<file path="config.mk">
export PLATFORM = sky130hd
export DESIGN_NAME = rdhs_top
export DESIGN_NICKNAME = d
export VERILOG_FILES = /design/src/rtl/rdhs_pkg.sv /design/src/rtl/rdhs_sync.sv /design/src/rtl/rdhs_lat_timer.sv /design/src/rtl/rdhs_requester.sv /design/src/rtl/rdhs_responder.sv /design/src/rtl/rdhs_top.sv
export SDC_FILE = /design/constraint.sdc
export NUM_CORES = 1
export LEC_CHECK = 0
export ABC_AREA = 1
export ABC_CLOCK_PERIOD_IN_PS = 2000
export BUFFER_PORTS_ARGS = -buffer_cell sky130_fd_sc_hd__buf_2
export CAP_MARGIN = 20
export CORE_MARGIN = 2
export CORE_UTILIZATION = 54
export CTS_CLUSTER_DIAMETER = 80
export DETAILED_ROUTE_END_ITERATION = 7
export GPL_ROUTABILITY_DRIVEN = 0
export GPL_TIMING_DRIVEN = 0
export MAX_ROUTING_LAYER = met4
export PLACE_DENSITY = 0.79
export SYNTH_ARGS = -nofsm -noshare
export SYNTH_HDL_FRONTEND = slang
export SYNTH_HIERARCHICAL = 1
export SYNTH_SLANG_ARGS = --single-unit
</file>
<file path="constraint.sdc">
create_clock -name clk -period 2 [get_ports clk]
set_clock_uncertainty 0.1 [all_clocks]
set_input_delay 0.4 -clock clk [delete_from_list [all_inputs] [get_ports clk]]
set_output_delay 0.4 -clock clk [all_outputs]
set_load 0.005 [all_outputs]
</file>
<file path="src/rtl/rdhs_pkg.sv">
package rdhs_pkg;

  typedef enum logic [2:0] {
    RQ_IDLE,
    RQ_ADDR,
    RQ_AREL,
    RQ_DWAIT,
    RQ_DACK
  } rq_state_e;

  typedef enum logic [2:0] {
    RS_IDLE,
    RS_ACK,
    RS_AREL,
    RS_RDY,
    RS_END
  } rs_state_e;

  localparam int unsigned SYNC_STAGES = 2;

endpackage

</file>
<file path="src/rtl/rdhs_sync.sv">
module rdhs_sync #(
  parameter int unsigned W      = 1,
  parameter int unsigned STAGES = rdhs_pkg::SYNC_STAGES
) (
  input  logic         clk,
  input  logic         rst_n,
  input  logic [W-1:0] d_i,
  output logic [W-1:0] q_o
);
  logic [W-1:0] stg_q [STAGES];

  always_ff @(posedge clk) begin
    if (!rst_n) begin
      for (int i = 0; i < int'(STAGES); i++) stg_q[i] <= '0;
    end else begin
      stg_q[0] <= d_i;
      for (int i = 1; i < int'(STAGES); i++) stg_q[i] <= stg_q[i-1];
    end
  end

  assign q_o = stg_q[STAGES-1];
endmodule

</file>
<file path="src/rtl/rdhs_lat_timer.sv">
module rdhs_lat_timer #(
  parameter int unsigned W       = 32,
  parameter int unsigned LATENCY = 4
) (
  input  logic         clk,
  input  logic         rst_n,
  input  logic         start_i,
  input  logic [W-1:0] rdata_i,
  output logic         valid_o,
  output logic [W-1:0] data_o
);
  localparam int unsigned CW = $clog2(LATENCY + 1) + 1;

  logic [CW-1:0] cnt_q;
  logic          busy_q;

  always_ff @(posedge clk) begin
    if (!rst_n) begin
      cnt_q   <= '0;
      busy_q  <= 1'b0;
      valid_o <= 1'b0;
      data_o  <= '0;
    end else if (start_i) begin
      cnt_q   <= CW'(LATENCY);
      busy_q  <= 1'b1;
      valid_o <= 1'b0;
    end else if (busy_q) begin
      if (cnt_q == CW'(1)) begin
        data_o  <= rdata_i;
        valid_o <= 1'b1;
        busy_q  <= 1'b0;
      end
      cnt_q <= cnt_q - CW'(1);
    end
  end
endmodule

</file>
<file path="src/rtl/rdhs_requester.sv">
module rdhs_requester
  import rdhs_pkg::*;
#(
  parameter int unsigned W = 32
) (
  input  logic         clk,
  input  logic         rst_n,
  input  logic         cmd_valid,
  output logic         cmd_ready,
  input  logic [W-1:0] cmd_addr,
  input  logic         ack_s,
  input  logic         rdy_s,
  input  logic [W-1:0] bus_in,
  output logic         req_o,
  output logic         ack_o,
  output logic         drv_o,
  output logic [W-1:0] val_o,
  output logic         done_o,
  output logic [W-1:0] done_data_o
);
  rq_state_e st_q;

  assign cmd_ready = (st_q == RQ_IDLE) && !req_o && !ack_s && !rdy_s;

  always_ff @(posedge clk) begin
    if (!rst_n) begin
      st_q        <= RQ_IDLE;
      req_o       <= 1'b0;
      ack_o       <= 1'b0;
      drv_o       <= 1'b0;
      val_o       <= '0;
      done_o      <= 1'b0;
      done_data_o <= '0;
    end else begin
      done_o <= 1'b0;
      unique case (st_q)
        RQ_IDLE: if (cmd_valid && cmd_ready) begin
          val_o <= cmd_addr;
          drv_o <= 1'b1;
          req_o <= 1'b1;
          st_q  <= RQ_ADDR;
        end
        RQ_ADDR: if (ack_s) begin
          req_o <= 1'b0;
          drv_o <= 1'b0;
          st_q  <= RQ_AREL;
        end
        RQ_AREL: if (!ack_s) st_q <= RQ_DWAIT;
        RQ_DWAIT: if (rdy_s) begin
          done_data_o <= bus_in;
          ack_o       <= 1'b1;
          st_q        <= RQ_DACK;
        end
        RQ_DACK: if (!rdy_s) begin
          ack_o  <= 1'b0;
          done_o <= 1'b1;
          st_q   <= RQ_IDLE;
        end
        default: st_q <= RQ_IDLE;
      endcase
    end
  end
endmodule

</file>
<file path="src/rtl/rdhs_responder.sv">
module rdhs_responder
  import rdhs_pkg::*;
#(
  parameter int unsigned W       = 32,
  parameter int unsigned LATENCY = 4
) (
  input  logic         clk,
  input  logic         rst_n,
  input  logic         req_s,
  input  logic         ack_s,
  input  logic [W-1:0] bus_in,
  output logic         ack_o,
  output logic         rdy_o,
  output logic         drv_o,
  output logic [W-1:0] val_o,
  output logic [W-1:0] mem_addr,
  input  logic [W-1:0] mem_rdata
);
  rs_state_e    st_q;
  logic         start;
  logic         word_ok;
  logic [W-1:0] word;

  assign start = (st_q == RS_IDLE) && req_s;

  rdhs_lat_timer #(.W(W), .LATENCY(LATENCY)) timer_i (
    .clk    (clk),
    .rst_n  (rst_n),
    .start_i(start),
    .rdata_i(mem_rdata),
    .valid_o(word_ok),
    .data_o (word)
  );

  always_ff @(posedge clk) begin
    if (!rst_n) begin
      st_q     <= RS_IDLE;
      ack_o    <= 1'b0;
      rdy_o    <= 1'b0;
      drv_o    <= 1'b0;
      val_o    <= '0;
      mem_addr <= '0;
    end else begin
      unique case (st_q)
        RS_IDLE: if (req_s) begin
          mem_addr <= bus_in;
          ack_o    <= 1'b1;
          st_q     <= RS_ACK;
        end
        RS_ACK: if (!req_s) begin
          ack_o <= 1'b0;
          st_q  <= RS_AREL;
        end
        RS_AREL: if (!ack_s && word_ok) begin
          val_o <= word;
          drv_o <= 1'b1;
          rdy_o <= 1'b1;
          st_q  <= RS_RDY;
        end
        RS_RDY: if (ack_s) begin
          rdy_o <= 1'b0;
          drv_o <= 1'b0;
          st_q  <= RS_END;
        end
        RS_END: if (!ack_s) st_q <= RS_IDLE;
        default: st_q <= RS_IDLE;
      endcase
    end
  end
endmodule

</file>
<file path="src/rtl/rdhs_top.sv">
module rdhs_top #(
  parameter int unsigned W       = 32,
  parameter int unsigned LATENCY = 4
) (
  input  logic         clk,
  input  logic         rst_n,
  input  logic         cmd_valid,
  output logic         cmd_ready,
  input  logic [W-1:0] cmd_addr,
  output logic         done,
  output logic [W-1:0] done_data,
  output logic [W-1:0] mem_addr,
  input  logic [W-1:0] mem_rdata,
  output logic         bus_req_drv,
  output logic         bus_rsp_drv,
  output logic [W-1:0] bus_val,
  output logic         hs_req,
  output logic         hs_ack,
  output logic         hs_rdy
);
  logic         rq_ack, rs_ack;
  logic [W-1:0] rq_val, rs_val;
  logic [1:0]   rq_in_s, rs_in_s;

  assign hs_ack  = rq_ack | rs_ack;
  assign bus_val = bus_req_drv ? rq_val : (bus_rsp_drv ? rs_val : '0);

  rdhs_sync #(.W(2)) rq_sync_i (
    .clk(clk), .rst_n(rst_n), .d_i({hs_ack, hs_rdy}), .q_o(rq_in_s)
  );

  rdhs_sync #(.W(2)) rs_sync_i (
    .clk(clk), .rst_n(rst_n), .d_i({hs_req, hs_ack}), .q_o(rs_in_s)
  );

  rdhs_requester #(.W(W)) rq_i (
    .clk        (clk),
    .rst_n      (rst_n),
    .cmd_valid  (cmd_valid),
    .cmd_ready  (cmd_ready),
    .cmd_addr   (cmd_addr),
    .ack_s      (rq_in_s[1]),
    .rdy_s      (rq_in_s[0]),
    .bus_in     (bus_val),
    .req_o      (hs_req),
    .ack_o      (rq_ack),
    .drv_o      (bus_req_drv),
    .val_o      (rq_val),
    .done_o     (done),
    .done_data_o(done_data)
  );

  rdhs_responder #(.W(W), .LATENCY(LATENCY)) rs_i (
    .clk      (clk),
    .rst_n    (rst_n),
    .req_s    (rs_in_s[1]),
    .ack_s    (rs_in_s[0]),
    .bus_in   (bus_val),
    .ack_o    (rs_ack),
    .rdy_o    (hs_rdy),
    .drv_o    (bus_rsp_drv),
    .val_o    (rs_val),
    .mem_addr (mem_addr),
    .mem_rdata(mem_rdata)
  );
endmodule

</file>
==> flow_metrics.env <==
export IMPL_cpMaxStageDelayCell="dfxtp_4"
export IMPL_yosysTopAreaCell="dfxtp_1"
export IMPL_start_util_pct=55.8
export IMPL_vdd_drop_max_uv=727
export IMPL_crit_chain="clkinv_8 -> buf_4 -> nand3_1 -> nand2_2 -> buf_2"
export IMPL_dp_slack_ps=10.3
export IMPL_worstPathRequired_ps=1500
export IMPL_clockRootBuffer="clkbuf_16"
export IMPL_hpwlAfterDp_um=15100
export IMPL_power_density_nw_per_um2=1010
export IMPL_synthArstFlopShare_pct=0
export IMPL_worstSetupPathType="reg2out"
export IMPL_setup_violations=0
export IMPL_wl_met1_um=8970
export IMPL_drc=0
export IMPL_wl_per_cell_um=14.3
export IMPL_max_freq_ghz=0.516
export IMPL_wl_um=20300
export IMPL_period_share_pct=96.8
export IMPL_syn_inst=1037
export IMPL_synth_edf_count=0
export IMPL_power_mw=9.80
export IMPL_tightestPinTransition_ps=557
export IMPL_drt_iter0_drc=559
export IMPL_timing_critical_path_buf_inv=3
export IMPL_vias=7322
export IMPL_ys_top_cells_by_count="nand2_1, dfxtp_1, nor2_1"
export IMPL_die_area_um2=15400
export IMPL_core_area_um2=14000
export IMPL_max_cap_viol_count=0
export IMPL_wl_met2_um=9630
export IMPL_num_rows=43
export IMPL_cts_tree="done"
export IMPL_crit_path_max_incr_delay_ps=430
export IMPL_die_h_um=124
export IMPL_synth_most_common_cell="nand2_1"
export IMPL_max_slew_margin_pct=62.9
export IMPL_leakage_nw=4.53
export IMPL_synth_nets=1106
export IMPL_yosysWarnings=6
export IMPL_grt_start_max_net_pins=25
export IMPL_clock_sinks=185
export IMPL_status="complete, no violations"
export IMPL_clockBufferDepth=2
export IMPL_first_pass_iters=5
export IMPL_fill_cells=1200
export IMPL_ys_ff_latch=185
export IMPL_ant_nets=0
export IMPL_overflow=0
export IMPL_die_w_um=124
export IMPL_finalMaxSlewViolations=0
export IMPL_grt_pass1_wl_um=32100
export IMPL_ys_flop_type="dfxtp_1"
export IMPL_antenna_found_initial=1
export IMPL_holdWs_ps=102
export IMPL_clkSlewWorstSetupHoldPaths_ps=70
export IMPL_startpoint_type="register"
export IMPL_insertion_delay_ps=430
export IMPL_htreeDepth=4
export IMPL_worst_slack_ps=63.2
export IMPL_worst_ep_arrival_time_ps=1440
export IMPL_yosysSeqAreaShare_pct=47.4
export IMPL_io_buffer_count=169
export IMPL_syn_area_um2=7810
export IMPL_hold_violations=0
export IMPL_drive_above_1_share_pct=28.8
export IMPL_vias_per_cell=5.14
export IMPL_wl_met3_um=1260
export IMPL_grt_pass1_vias=6536
export IMPL_hp_class="in2reg"
export IMPL_min_period_ps=1940
export IMPL_synthTopCellsByArea="dfxtp_1, nand2_1, nor2_1"
export IMPL_cts_buffers=17
export IMPL_critical_path_peak_fanout=7
export IMPL_io_pins=170
export IMPL_gr_usage_all_layers_pct=26.3
export IMPL_ys_types=35
export IMPL_area_delta_synth_final_pct=24.2
export IMPL_crit_family="flip-flops"
export IMPL_nets=1300
export IMPL_synth_avg_cell_area_um2=7.53
export IMPL_synth_top_area_share_pct=47.4
export IMPL_utilization_pct=69.3
export IMPL_routed_top_layer="met4"
export IMPL_cp_end_kind="primary output"
## power by group
group / total (mW) / switching, mW / internal, mW / leakage, nW
Clock: 3.71 / 1.45 / 2.27 / 0.315
Sequential: 4.18 / 0.212 / 3.96 / 1.50
Combinational: 1.91 / 1.16 / 0.753 / 2.71
## cell type report
| class | count | area (um2) | area share, % |
|---|---|---|---|
| buffer | 72 | 538 | 5.55 |
| sequential | 185 | 3710 | 38.3 |
| multi-input combinational | 713 | 3390 | 35.0 |
| clock buffer | 19 | 443 | 4.57 |
| clock inverter | 13 | 214 | 2.21 |
| timing repair buffer | 177 | 907 | 9.35 |
| inverter | 65 | 269 | 2.77 |
| antenna | 1 | 2.50 | 0.0258 |
| tap | 180 | 225 | 2.32 |
## worst min-delay path, stage by stage
cell and delay [ps]:
buf_2 70, o21ai_1 50, nor2_1 70
## worst paths after layout
path | from | to | slack [ps] | cells past startpoint
worst max-delay path | rq_i/drv_o | bus_val[15] | 60 | 5
worst min-delay path | cmd_addr[22] | rq_i/val_o[22] | 100 | 3
worst max register to register | rs_i/st_q[2] | rs_i/timer_i/data_o[21] | 160 | 10
worst min register to register | rq_sync_i/stg_q[0][0] | rq_sync_i/stg_q[0][2] | 310 | 2
## cells in the final DEF, fill, tap and decap left out, types with 2 or more instances in the layout
| cell | synthesis | layout |
|---|---|---|
| a21boi_0 | 2 | 2 |
| a21oi_1 | 74 | 74 |
| buf_1 | 7 | 7 |
| buf_12 | 1 | 2 |
| buf_2 | 13 | 180 |
| buf_4 | 13 | 21 |
| buf_6 | 23 | 23 |
| bufinv_16 | 0 | 5 |
| clkbuf_1 | 15 | 16 |
| clkbuf_16 | 0 | 17 |
| clkinv_4 | 0 | 2 |
| clkinvlp_4 | 0 | 2 |
| dfxtp_1 | 185 | 181 |
| dfxtp_2 | 0 | 3 |
| ha_1 | 2 | 2 |
| inv_1 | 59 | 58 |
| inv_2 | 2 | 2 |
| inv_6 | 2 | 5 |
| nand2_1 | 226 | 195 |
| nand2_2 | 4 | 34 |
| nand2_4 | 1 | 2 |
| nand3_1 | 68 | 68 |
| nand3_2 | 11 | 11 |
| nand4_1 | 32 | 32 |
| nor2_1 | 179 | 179 |
| nor2_2 | 32 | 32 |
| nor2_4 | 6 | 6 |
| o21ai_0 | 52 | 52 |
| o21ai_1 | 17 | 17 |
## timing repair
action                                  in CTS  in global routing
hold buffers                                 0                  0
cloned                                       1                  1
buffers inserted                             3                  3
endpoints found under the setup margin      33                 63
resized for setup                           37                 11
endpoints found under the hold margin        0                  0
pin swaps                                    4                  5
## metal layers
layer / global-route usage, % / vias to the layer above
met1: 32.7 / 3329
met5: - / -
met3: 5.33 / 32
li1: - / 3710
met2: 42.6 / 251
met4: 9.91 / 0
## metrics by stage
step / area, um2 / TNS (ps) / std cells
6_report: 9700 / 0 / 1425
5_1_grt: 9700 / -3.45 / 1425
4_1_cts: 9660 / -31.4 / 1422
3_5_place_dp: 8880 / 0 / 1386
3_3_place_gp: 8880 / 0 / 1386
2_1_floorplan: 7810 / 0 / 1037
## flip-flops by register name, indices dropped and copies added (netlist names), 3 cells and up
register             count
rq_sync_i/stg_q          4
rs_i/val_o              32
rs_i/st_q                3
rq_i/done_data_o        32
rq_i/st_q                3
rq_i/val_o              32
rs_i/timer_i/cnt_q       4
rs_i/mem_addr           32
rs_sync_i/stg_q          4
rs_i/timer_i/data_o     32
## cell families (layout without fill, tap and decap cells)
family / Yosys count / count (layout) / share of synthesized area, %
and+or+nand+nor: 563 / 563 / 32.3
DFF: 185 / 185 / 47.4
AOI/OAI and AO/OA: 148 / 148 / 9.72
buffers and inverters: 139 / 346 / 10.2
adders and majority gates: 2 / 2 / 0.320
other: 0 / 1 / 0
No activity file was read; power rests on OpenSTA's default activity.
